### src/rtl/acc_alu_pkg.sv
package acc_alu_pkg;
  localparam int DATA_W = 8;
  localparam int HALF_W = DATA_W / 2;
  localparam int TS_W   = 5;

  typedef enum logic [3:0] {
    OP_AND  = 4'd0,
    OP_OR   = 4'd1,
    OP_XOR  = 4'd2,
    OP_ADC  = 4'd3,
    OP_SBC  = 4'd4,
    OP_NEG  = 4'd5,
    OP_RRA  = 4'd6,
    OP_RLCA = 4'd7,
    OP_SRL  = 4'd8,
    OP_RRD  = 4'd9
  } alu_op_e;

  // flag byte bit positions
  localparam int FB_C  = 0;
  localparam int FB_N  = 1;
  localparam int FB_PV = 2;
  localparam int FB_H  = 4;
  localparam int FB_Z  = 6;
  localparam int FB_S  = 7;

  localparam logic [TS_W-1:0] TS_REG  = TS_W'(4);
  localparam logic [TS_W-1:0] TS_IMM  = TS_W'(7);
  localparam logic [TS_W-1:0] TS_PFX  = TS_W'(8);
  localparam logic [TS_W-1:0] TS_NIB  = TS_W'(18);

  typedef struct packed {
    logic [DATA_W-1:0] res;
    logic [DATA_W-1:0] mem;
    logic [7:0]        flags;
    logic [TS_W-1:0]   ts;
  } alu_out_t;
endpackage

### src/rtl/acc_alu_logic.sv
module acc_alu_logic
  import acc_alu_pkg::*;
(
  input  logic [1:0]        sel,     // 0 and, 1 or, 2 xor
  input  logic [DATA_W-1:0] a,
  input  logic [DATA_W-1:0] b,
  input  logic [7:0]        f_in,
  output logic [DATA_W-1:0] res,
  output logic [7:0]        f_out
);
  always_comb begin
    unique case (sel)
      2'd0:    res = a & b;
      2'd1:    res = a | b;
      default: res = a ^ b;
    endcase
    f_out        = f_in;
    f_out[FB_S]  = res[DATA_W-1];
    f_out[FB_Z]  = (res == '0);
    f_out[FB_H]  = (sel == 2'd0);
    f_out[FB_PV] = ~^res;
    f_out[FB_N]  = 1'b0;
    f_out[FB_C]  = 1'b0;
  end
endmodule

### src/rtl/acc_alu_arith.sv
module acc_alu_arith
  import acc_alu_pkg::*;
(
  input  logic              sub,     // subtract instead of add
  input  logic              neg,     // compute 0 - a, no carry in
  input  logic [DATA_W-1:0] a,
  input  logic [DATA_W-1:0] b,
  input  logic [7:0]        f_in,
  output logic [DATA_W-1:0] res,
  output logic [7:0]        f_out
);
  logic [DATA_W-1:0] x, y;
  logic              cin;
  logic [DATA_W:0]   full;
  logic [HALF_W:0]   half;
  logic              ovf;

  always_comb begin
    x   = neg ? '0 : a;
    y   = neg ? a  : b;
    cin = neg ? 1'b0 : f_in[FB_C];
    if (sub) begin
      full = {1'b0, x} - {1'b0, y} - (DATA_W+1)'(cin);
      half = {1'b0, x[HALF_W-1:0]} - {1'b0, y[HALF_W-1:0]} - (HALF_W+1)'(cin);
    end else begin
      full = {1'b0, x} + {1'b0, y} + (DATA_W+1)'(cin);
      half = {1'b0, x[HALF_W-1:0]} + {1'b0, y[HALF_W-1:0]} + (HALF_W+1)'(cin);
    end
    res = full[DATA_W-1:0];
    if (sub) ovf = (x[DATA_W-1] != y[DATA_W-1]) && (res[DATA_W-1] != x[DATA_W-1]);
    else     ovf = (x[DATA_W-1] == y[DATA_W-1]) && (res[DATA_W-1] != x[DATA_W-1]);
    f_out        = f_in;
    f_out[FB_S]  = res[DATA_W-1];
    f_out[FB_Z]  = (res == '0);
    f_out[FB_H]  = half[HALF_W];
    f_out[FB_PV] = ovf;
    f_out[FB_N]  = sub;
    f_out[FB_C]  = full[DATA_W];
  end
endmodule

### src/rtl/acc_alu_shift.sv
module acc_alu_shift
  import acc_alu_pkg::*;
(
  input  logic [1:0]        sel,     // 0 rra, 1 rlca, 2 srl, 3 nibble rotate
  input  logic [DATA_W-1:0] a,
  input  logic [DATA_W-1:0] m,
  input  logic [7:0]        f_in,
  output logic [DATA_W-1:0] res,
  output logic [DATA_W-1:0] mem,
  output logic [7:0]        f_out
);
  always_comb begin
    res   = a;
    mem   = m;
    f_out = f_in;
    f_out[FB_H] = 1'b0;
    f_out[FB_N] = 1'b0;
    unique case (sel)
      2'd0: begin
        res         = {f_in[FB_C], a[DATA_W-1:1]};
        f_out[FB_C] = a[0];
      end
      2'd1: begin
        res         = {a[DATA_W-2:0], a[DATA_W-1]};
        f_out[FB_C] = a[DATA_W-1];
      end
      2'd2: begin
        res          = {1'b0, a[DATA_W-1:1]};
        f_out[FB_C]  = a[0];
        f_out[FB_S]  = 1'b0;
        f_out[FB_Z]  = (res == '0);
        f_out[FB_PV] = ~^res;
      end
      default: begin
        res          = {a[DATA_W-1:HALF_W], m[HALF_W-1:0]};
        mem          = {a[HALF_W-1:0], m[DATA_W-1:HALF_W]};
        f_out[FB_S]  = res[DATA_W-1];
        f_out[FB_Z]  = (res == '0);
        f_out[FB_PV] = ~^res;
      end
    endcase
  end
endmodule

### src/rtl/acc_alu.sv
module acc_alu
  import acc_alu_pkg::*;
#(
  parameter int SYNC_STAGES = 2
) (
  input  logic              clk,
  input  logic              rst_n,
  input  logic              in_valid,
  input  logic [3:0]        op_code,
  input  logic              src_imm,
  input  logic [DATA_W-1:0] acc_in,
  input  logic [DATA_W-1:0] opnd_in,
  input  logic [7:0]        flags_in,
  output logic              out_valid,
  output logic [DATA_W-1:0] res_out,
  output logic [DATA_W-1:0] mem_out,
  output logic [7:0]        flags_out,
  output logic [TS_W-1:0]   tstates_out
);
  // reset: asserted at once, released through a short flop chain
  logic [SYNC_STAGES-1:0] rst_pipe;
  logic                   rst_n_sync;

  generate
    if (SYNC_STAGES > 1) begin : g_sync_chain
      always_ff @(posedge clk or negedge rst_n) begin
        if (!rst_n) rst_pipe <= '0;
        else        rst_pipe <= {rst_pipe[SYNC_STAGES-2:0], 1'b1};
      end
    end else begin : g_sync_single
      always_ff @(posedge clk or negedge rst_n) begin
        if (!rst_n) rst_pipe <= '0;
        else        rst_pipe <= 1'b1;
      end
    end
  endgenerate
  assign rst_n_sync = rst_pipe[SYNC_STAGES-1];

  // functional units
  logic [DATA_W-1:0] lg_res, ar_res, sh_res, sh_mem;
  logic [7:0]        lg_f, ar_f, sh_f;
  logic [1:0]        lg_sel, sh_sel;
  logic              ar_sub, ar_neg;
  alu_op_e           op;

  assign op = alu_op_e'(op_code);

  always_comb begin
    lg_sel = op_code[1:0];
    ar_sub = (op != OP_ADC);
    ar_neg = (op == OP_NEG);
    unique case (op)
      OP_RRA:  sh_sel = 2'd0;
      OP_RLCA: sh_sel = 2'd1;
      OP_SRL:  sh_sel = 2'd2;
      default: sh_sel = 2'd3;
    endcase
  end

  acc_alu_logic u_logic (
    .sel(lg_sel), .a(acc_in), .b(opnd_in), .f_in(flags_in),
    .res(lg_res), .f_out(lg_f)
  );

  acc_alu_arith u_arith (
    .sub(ar_sub), .neg(ar_neg), .a(acc_in), .b(opnd_in), .f_in(flags_in),
    .res(ar_res), .f_out(ar_f)
  );

  acc_alu_shift u_shift (
    .sel(sh_sel), .a(acc_in), .m(opnd_in), .f_in(flags_in),
    .res(sh_res), .mem(sh_mem), .f_out(sh_f)
  );

  // result selection
  alu_out_t d_sel, q_cur, q_next;
  logic     v_next;

  always_comb begin
    d_sel.res   = acc_in;
    d_sel.mem   = opnd_in;
    d_sel.flags = flags_in;
    d_sel.ts    = TS_REG;
    case (op)
      OP_AND, OP_OR, OP_XOR: begin
        d_sel.res   = lg_res;
        d_sel.flags = lg_f;
        d_sel.ts    = src_imm ? TS_IMM : TS_REG;
      end
      OP_ADC, OP_SBC: begin
        d_sel.res   = ar_res;
        d_sel.flags = ar_f;
        d_sel.ts    = src_imm ? TS_IMM : TS_REG;
      end
      OP_NEG: begin
        d_sel.res   = ar_res;
        d_sel.flags = ar_f;
        d_sel.ts    = TS_PFX;
      end
      OP_RRA, OP_RLCA: begin
        d_sel.res   = sh_res;
        d_sel.flags = sh_f;
      end
      OP_SRL: begin
        d_sel.res   = sh_res;
        d_sel.flags = sh_f;
        d_sel.ts    = TS_PFX;
      end
      OP_RRD: begin
        d_sel.res   = sh_res;
        d_sel.mem   = sh_mem;
        d_sel.flags = sh_f;
        d_sel.ts    = TS_NIB;
      end
      default: ;
    endcase
  end

  // next state: load on accept, otherwise hold
  always_comb begin
    q_next = in_valid ? d_sel : q_cur;
    v_next = in_valid;
  end

  always_ff @(posedge clk or negedge rst_n_sync) begin
    if (!rst_n_sync) begin
      q_cur     <= '0;
      out_valid <= 1'b0;
    end else begin
      q_cur     <= q_next;
      out_valid <= v_next;
    end
  end

  assign res_out     = q_cur.res;
  assign mem_out     = q_cur.mem;
  assign flags_out   = q_cur.flags;
  assign tstates_out = q_cur.ts;
endmodule

### config.mk
export PLATFORM = sky130hd
export DESIGN_NAME = acc_alu
export DESIGN_NICKNAME = d
export VERILOG_FILES = /design/src/rtl/acc_alu_pkg.sv /design/src/rtl/acc_alu_logic.sv /design/src/rtl/acc_alu_arith.sv /design/src/rtl/acc_alu_shift.sv /design/src/rtl/acc_alu.sv
export SDC_FILE = /design/constraint.sdc
export NUM_CORES = 1
export LEC_CHECK = 0
export BUFFER_PORTS_ARGS = -buffer_cell sky130_fd_sc_hd__buf_4
export CAP_MARGIN = 20
export CORE_MARGIN = 8
export CORE_UTILIZATION = 35
export CTS_BUF_LIST = sky130_fd_sc_hd__clkbuf_4 sky130_fd_sc_hd__clkbuf_8 sky130_fd_sc_hd__clkbuf_16
export CTS_CLUSTER_DIAMETER = 40
export DETAILED_ROUTE_END_ITERATION = 12
export MAX_ROUTING_LAYER = met4
export SLEW_MARGIN = 20
export SYNTH_ARGS = -nofsm -noshare
export SYNTH_HDL_FRONTEND = slang
export SYNTH_HIERARCHICAL = 1
export SYNTH_SLANG_ARGS = --single-unit
### constraint.sdc
create_clock -name clk -period 1 [get_ports clk]
set_clock_uncertainty 0.05 [all_clocks]
set_input_delay 0 -clock clk [delete_from_list [all_inputs] [get_ports clk]]
set_output_delay 0 -clock clk [all_outputs]
set_load 0.02 [all_outputs]
==> metrics.md <==
| Metric | Value |
|---|---|
| Lkg Pwr | `approximately 0.0034 uW` |
| Ports | `between 60 and 70` |
| Worst slew margin | `53.65%` |
| Unique masters post-synth | `68` |
| Reg2Reg Setup Slack | `about 0.13 ns` |
| Initial antenna violation count | `1` |
| Synth area leaders | `dfrtp_1, ha_1, mux2i_1` |
| Critical Path RT | `roughly 1.1 ns` |
| RR Startpoint | `res_out[7]` |
| Area Growth Syn to Fin | `47.57%` |
| Core Box Area | `13090 um2` |
| Min cycle time layout | `approximately 3.2 ns` |
| CP Capture Type | `flip-flop` |
| Bufs and invs on worst path | `8` |
| Hold Path Origin | `flags_in[4]` |
| Num rows | `42` |
| GP Congestion | `0.8736` |
| CP Launch Type | `input port` |
| Maximum VDD drop | `~0.00062 V` |
| End of the worst hold path | `flags_out[4]` |
| Arr. time, crit path | `~3.3 ns` |
| Setup Viol. Count Final | `23` |
| Total global-route track usage | `19.08%` |
| Synth top area share | `17.30%` |
| FF+latch count, synth | `32` |
| Cell taking the most area after synthesis | `dfrtp_1` |
| Worst min-delay path class | `in -> reg` |
| Status | `finished, violations left` |
| Worst-path fanout max | `7` |
| # nets final | `817` |
| CP top delay family | `simple AND/OR/NAND/NOR gates` |
| Async SR Flop Fraction | `100.0%` |
| R2R cell count | `1` |
| H-tree levels | `2` |
| Post-Layout Cell Count | `around 910` |
| Worst Hold Slack | `0.03083 ns` |
| Commonest non-fill, non-tap cell in the layout | `buf_4` |
| Clk Tree Root Cell | `clkbuf_16` |
| Crit share post-route | `317.0%` |
| Failing checks | `setup timing` |
| Post-route DRC | `0` |
| First-pass GRT wire length | `about 25000 um` |
| Setup slack after layout | `-2.170 ns` |
| GRT overflow | `0` |
| Final wirelength | `around 16000 um` |
| Initial DRC Count | `~400` |
| Cell breakdown of the critical path | `buf_6 > or2b_1 > nor2_2 > buf_12 > mux2_4 > nor2_4 > buf_4 > buf_6 > or2_4 > inv_2 > fa_2 > buf_4 > buf_6 > buf_4 > a32oi_1 > nor2_1 > a21oi_2 > nor4_1 > nor4b_2 > and3_1 > a211o_1` |
| DP Cell Count | `approximately 860` |
| RSZ-0062 raised after global routing | `yes` |
| Port bufs | `61` |
| Largest net degree at the start of global routing | `36` |
| Seq/Total Area, Yosys | `17.30%` |
| Die height | `between 100 and 150 um` |
| Drt first pass iters | `5` |
| Ys flop type | `dfrtp_1` |
| Mean number of vias per cell | `5.285` |
| Power Density | `between 1000 and 1500 nW/um2` |
| Number of max-cap violations | `0` |
| Per-cell routed wire length | `17.88 um` |
| Slowest stage delay, CP | `around 0.38 ns` |
| Antenna Nets Post-Route | `0` |
| Vias in the first global route | `about 4700` |
| Share of cells above drive strength 1 | `between 40% and 50%` |
| Fmax | `315.5 MHz` |
| Slowest-stage cell, CP | `fa_2` |
| Clock slew at reported path FFs | `roughly 0.05 ns` |
| Mapped Cells | `563` |
| Worst Setup Path Type | `in -> reg` |
| Initial Util | `between 30 and 40%` |
| Cts bufs inserted | `5` |
| Reg2reg end | `res_out[7]` |
| Final hold violation count | `0` |
| Yosys warning total | `6` |
| Clk sinks | `32` |
| Max Root-Sink Buffers | `2` |
| Vias | `4820` |
| Detailed placement HPWL | `between 10000 and 15000 um` |
| Die area | `approximately 17000 um2` |
| Least-Margin Pin Slew | `~0.68 ns` |
| Post-synthesis area per instance | `between 8 and 9 um2` |
| Die Width | `between 100 and 150 um` |
| Synth Cell Area | `4629 um2` |
| CTS tree | `built` |
| EDFF count, synth | `0` |
| Max-slew violations | `0` |
| Clk Latency, worst-skew pair | `roughly 0.28 ns` |
| Hold path cells | `4` |
| Most frequent cells in the layout | `buf_4, inv_1, nor2_1, a21oi_1, ha_1` |
-- how the worst max path moves through the flow --
stage	startpoint	end	slack, ns	cells past startpoint
final	op_code[3]	flags_out[6]	-2.17	21
after global routing	op_code[3]	flags_out[7]	-2.31	19
after floorplan	op_code[2]	flags_out[7]	-2.23	19
after global placement	op_code[3]	flags_out[7]	-2.50	19
after detailed placement	op_code[3]	flags_out[7]	-2.56	19
after CTS	op_code[3]	flags_out[2]	-2.10	19
-- state kept, by name (all words and copies together) (netlist names) --
| name | cells |
|---|---|
| flags_out | 8 |
| mem_out | 8 |
| res_out | 8 |
| tstates_out | 5 |
| rst_pipe | 2 |
| out_valid | 1 |
-- power breakdown --
group / leakage, uW / internal, uW / switching [uW]
logic: 0.00291 / 2190 / 2080
clock network: 0.0000806 / 1090 / 568
registers: 0.000380 / 1450 / 103
total: 0.00337 / 4730 / 2750
-- through the flow --
stage          utilization (%)  TNS, ns  total power (uW)  area, um2  setup WS [ns]
2_1_floorplan                -   -30.18              3841       4810         -2.233
5_1_grt                  52.21   -33.80              7905       6832         -2.312
3_3_place_gp             45.77   -41.72              5101       5989         -2.496
6_report                 52.21   -31.22              7483       6832         -2.170
3_5_place_dp             45.77   -42.76              5187       5989         -2.556
4_1_cts                  49.98   -30.83              7297       6540         -2.098
-- final cells by class --
class | instances | area, um2
fillers | 1194 | 6254
multi-input cells | 430 | 3641
repair buffers | 209 | 1795
flip-flops and latches | 32 | 802.0
well taps | 176 | 220.2
inverters | 56 | 210.2
clock buffers | 8 | 160.2
diodes | 1 | 2.502
-- synthesized netlist by cell type, types with 2 or more instances --
cell type  instances
a2111oi_0         11
a211o_1           10
a211oi_1           2
a21o_1             2
a21oi_1           49
a22o_1             6
and2_1             6
and2b_1            2
and3_1            11
and4_1             2
buf_2              5
buf_4             20
buf_6              8
clkbuf_1          13
conb_1             3
dfrtp_1           32
fa_1               3
ha_1              48
inv_1             55
mux2_2            16
mux2_4             4
mux2i_1           35
nand2_1           22
nand2b_1          15
nand3_1            5
nand3b_1           4
nand4_1            2
nor2_1            49
nor2b_1           11
nor3_1             3
nor4_1             2
nor4b_2            2
o21a_1             8
o21ai_0           20
o22ai_1            7
o31a_1             8
o31ai_1           10
or2_2              3
xnor2_1           17
xor2_1             4
-- kinds of logic after synthesis --
group	after synthesis	synth area share [%]
multiplexers	55	12.76
buffers and inverters	103	11.43
AND/OR/NAND/NOR	152	18.08
AO/OA/AOI/OAI	146	21.95
other	3	0.2432
XOR/XNOR	21	3.973
adder cells (fa/ha/maj)	51	14.27
flip-flops	32	17.30
-- per-layer routing --
layer	track usage [%]	routed length [um]	vias up	part of all wire, %
li1	-	-	2304	-
met1	24.27	7195	2325	44
met2	30.49	7742	160	47
met3	2.638	910	31	5.6
met4	6.415	457	0	2.8
met5	-	0	-	0
-- what timing repair did --
action                                  CTS  global route
hold endpoints to repair                  4             0
endpoints found under the setup margin   26            27
pin swaps                                22            17
cloned                                    2             2
setup buffers                            11            25
hold buffers                              3             0
resized for setup                        55            20
(Power assumes the default switching activity.)
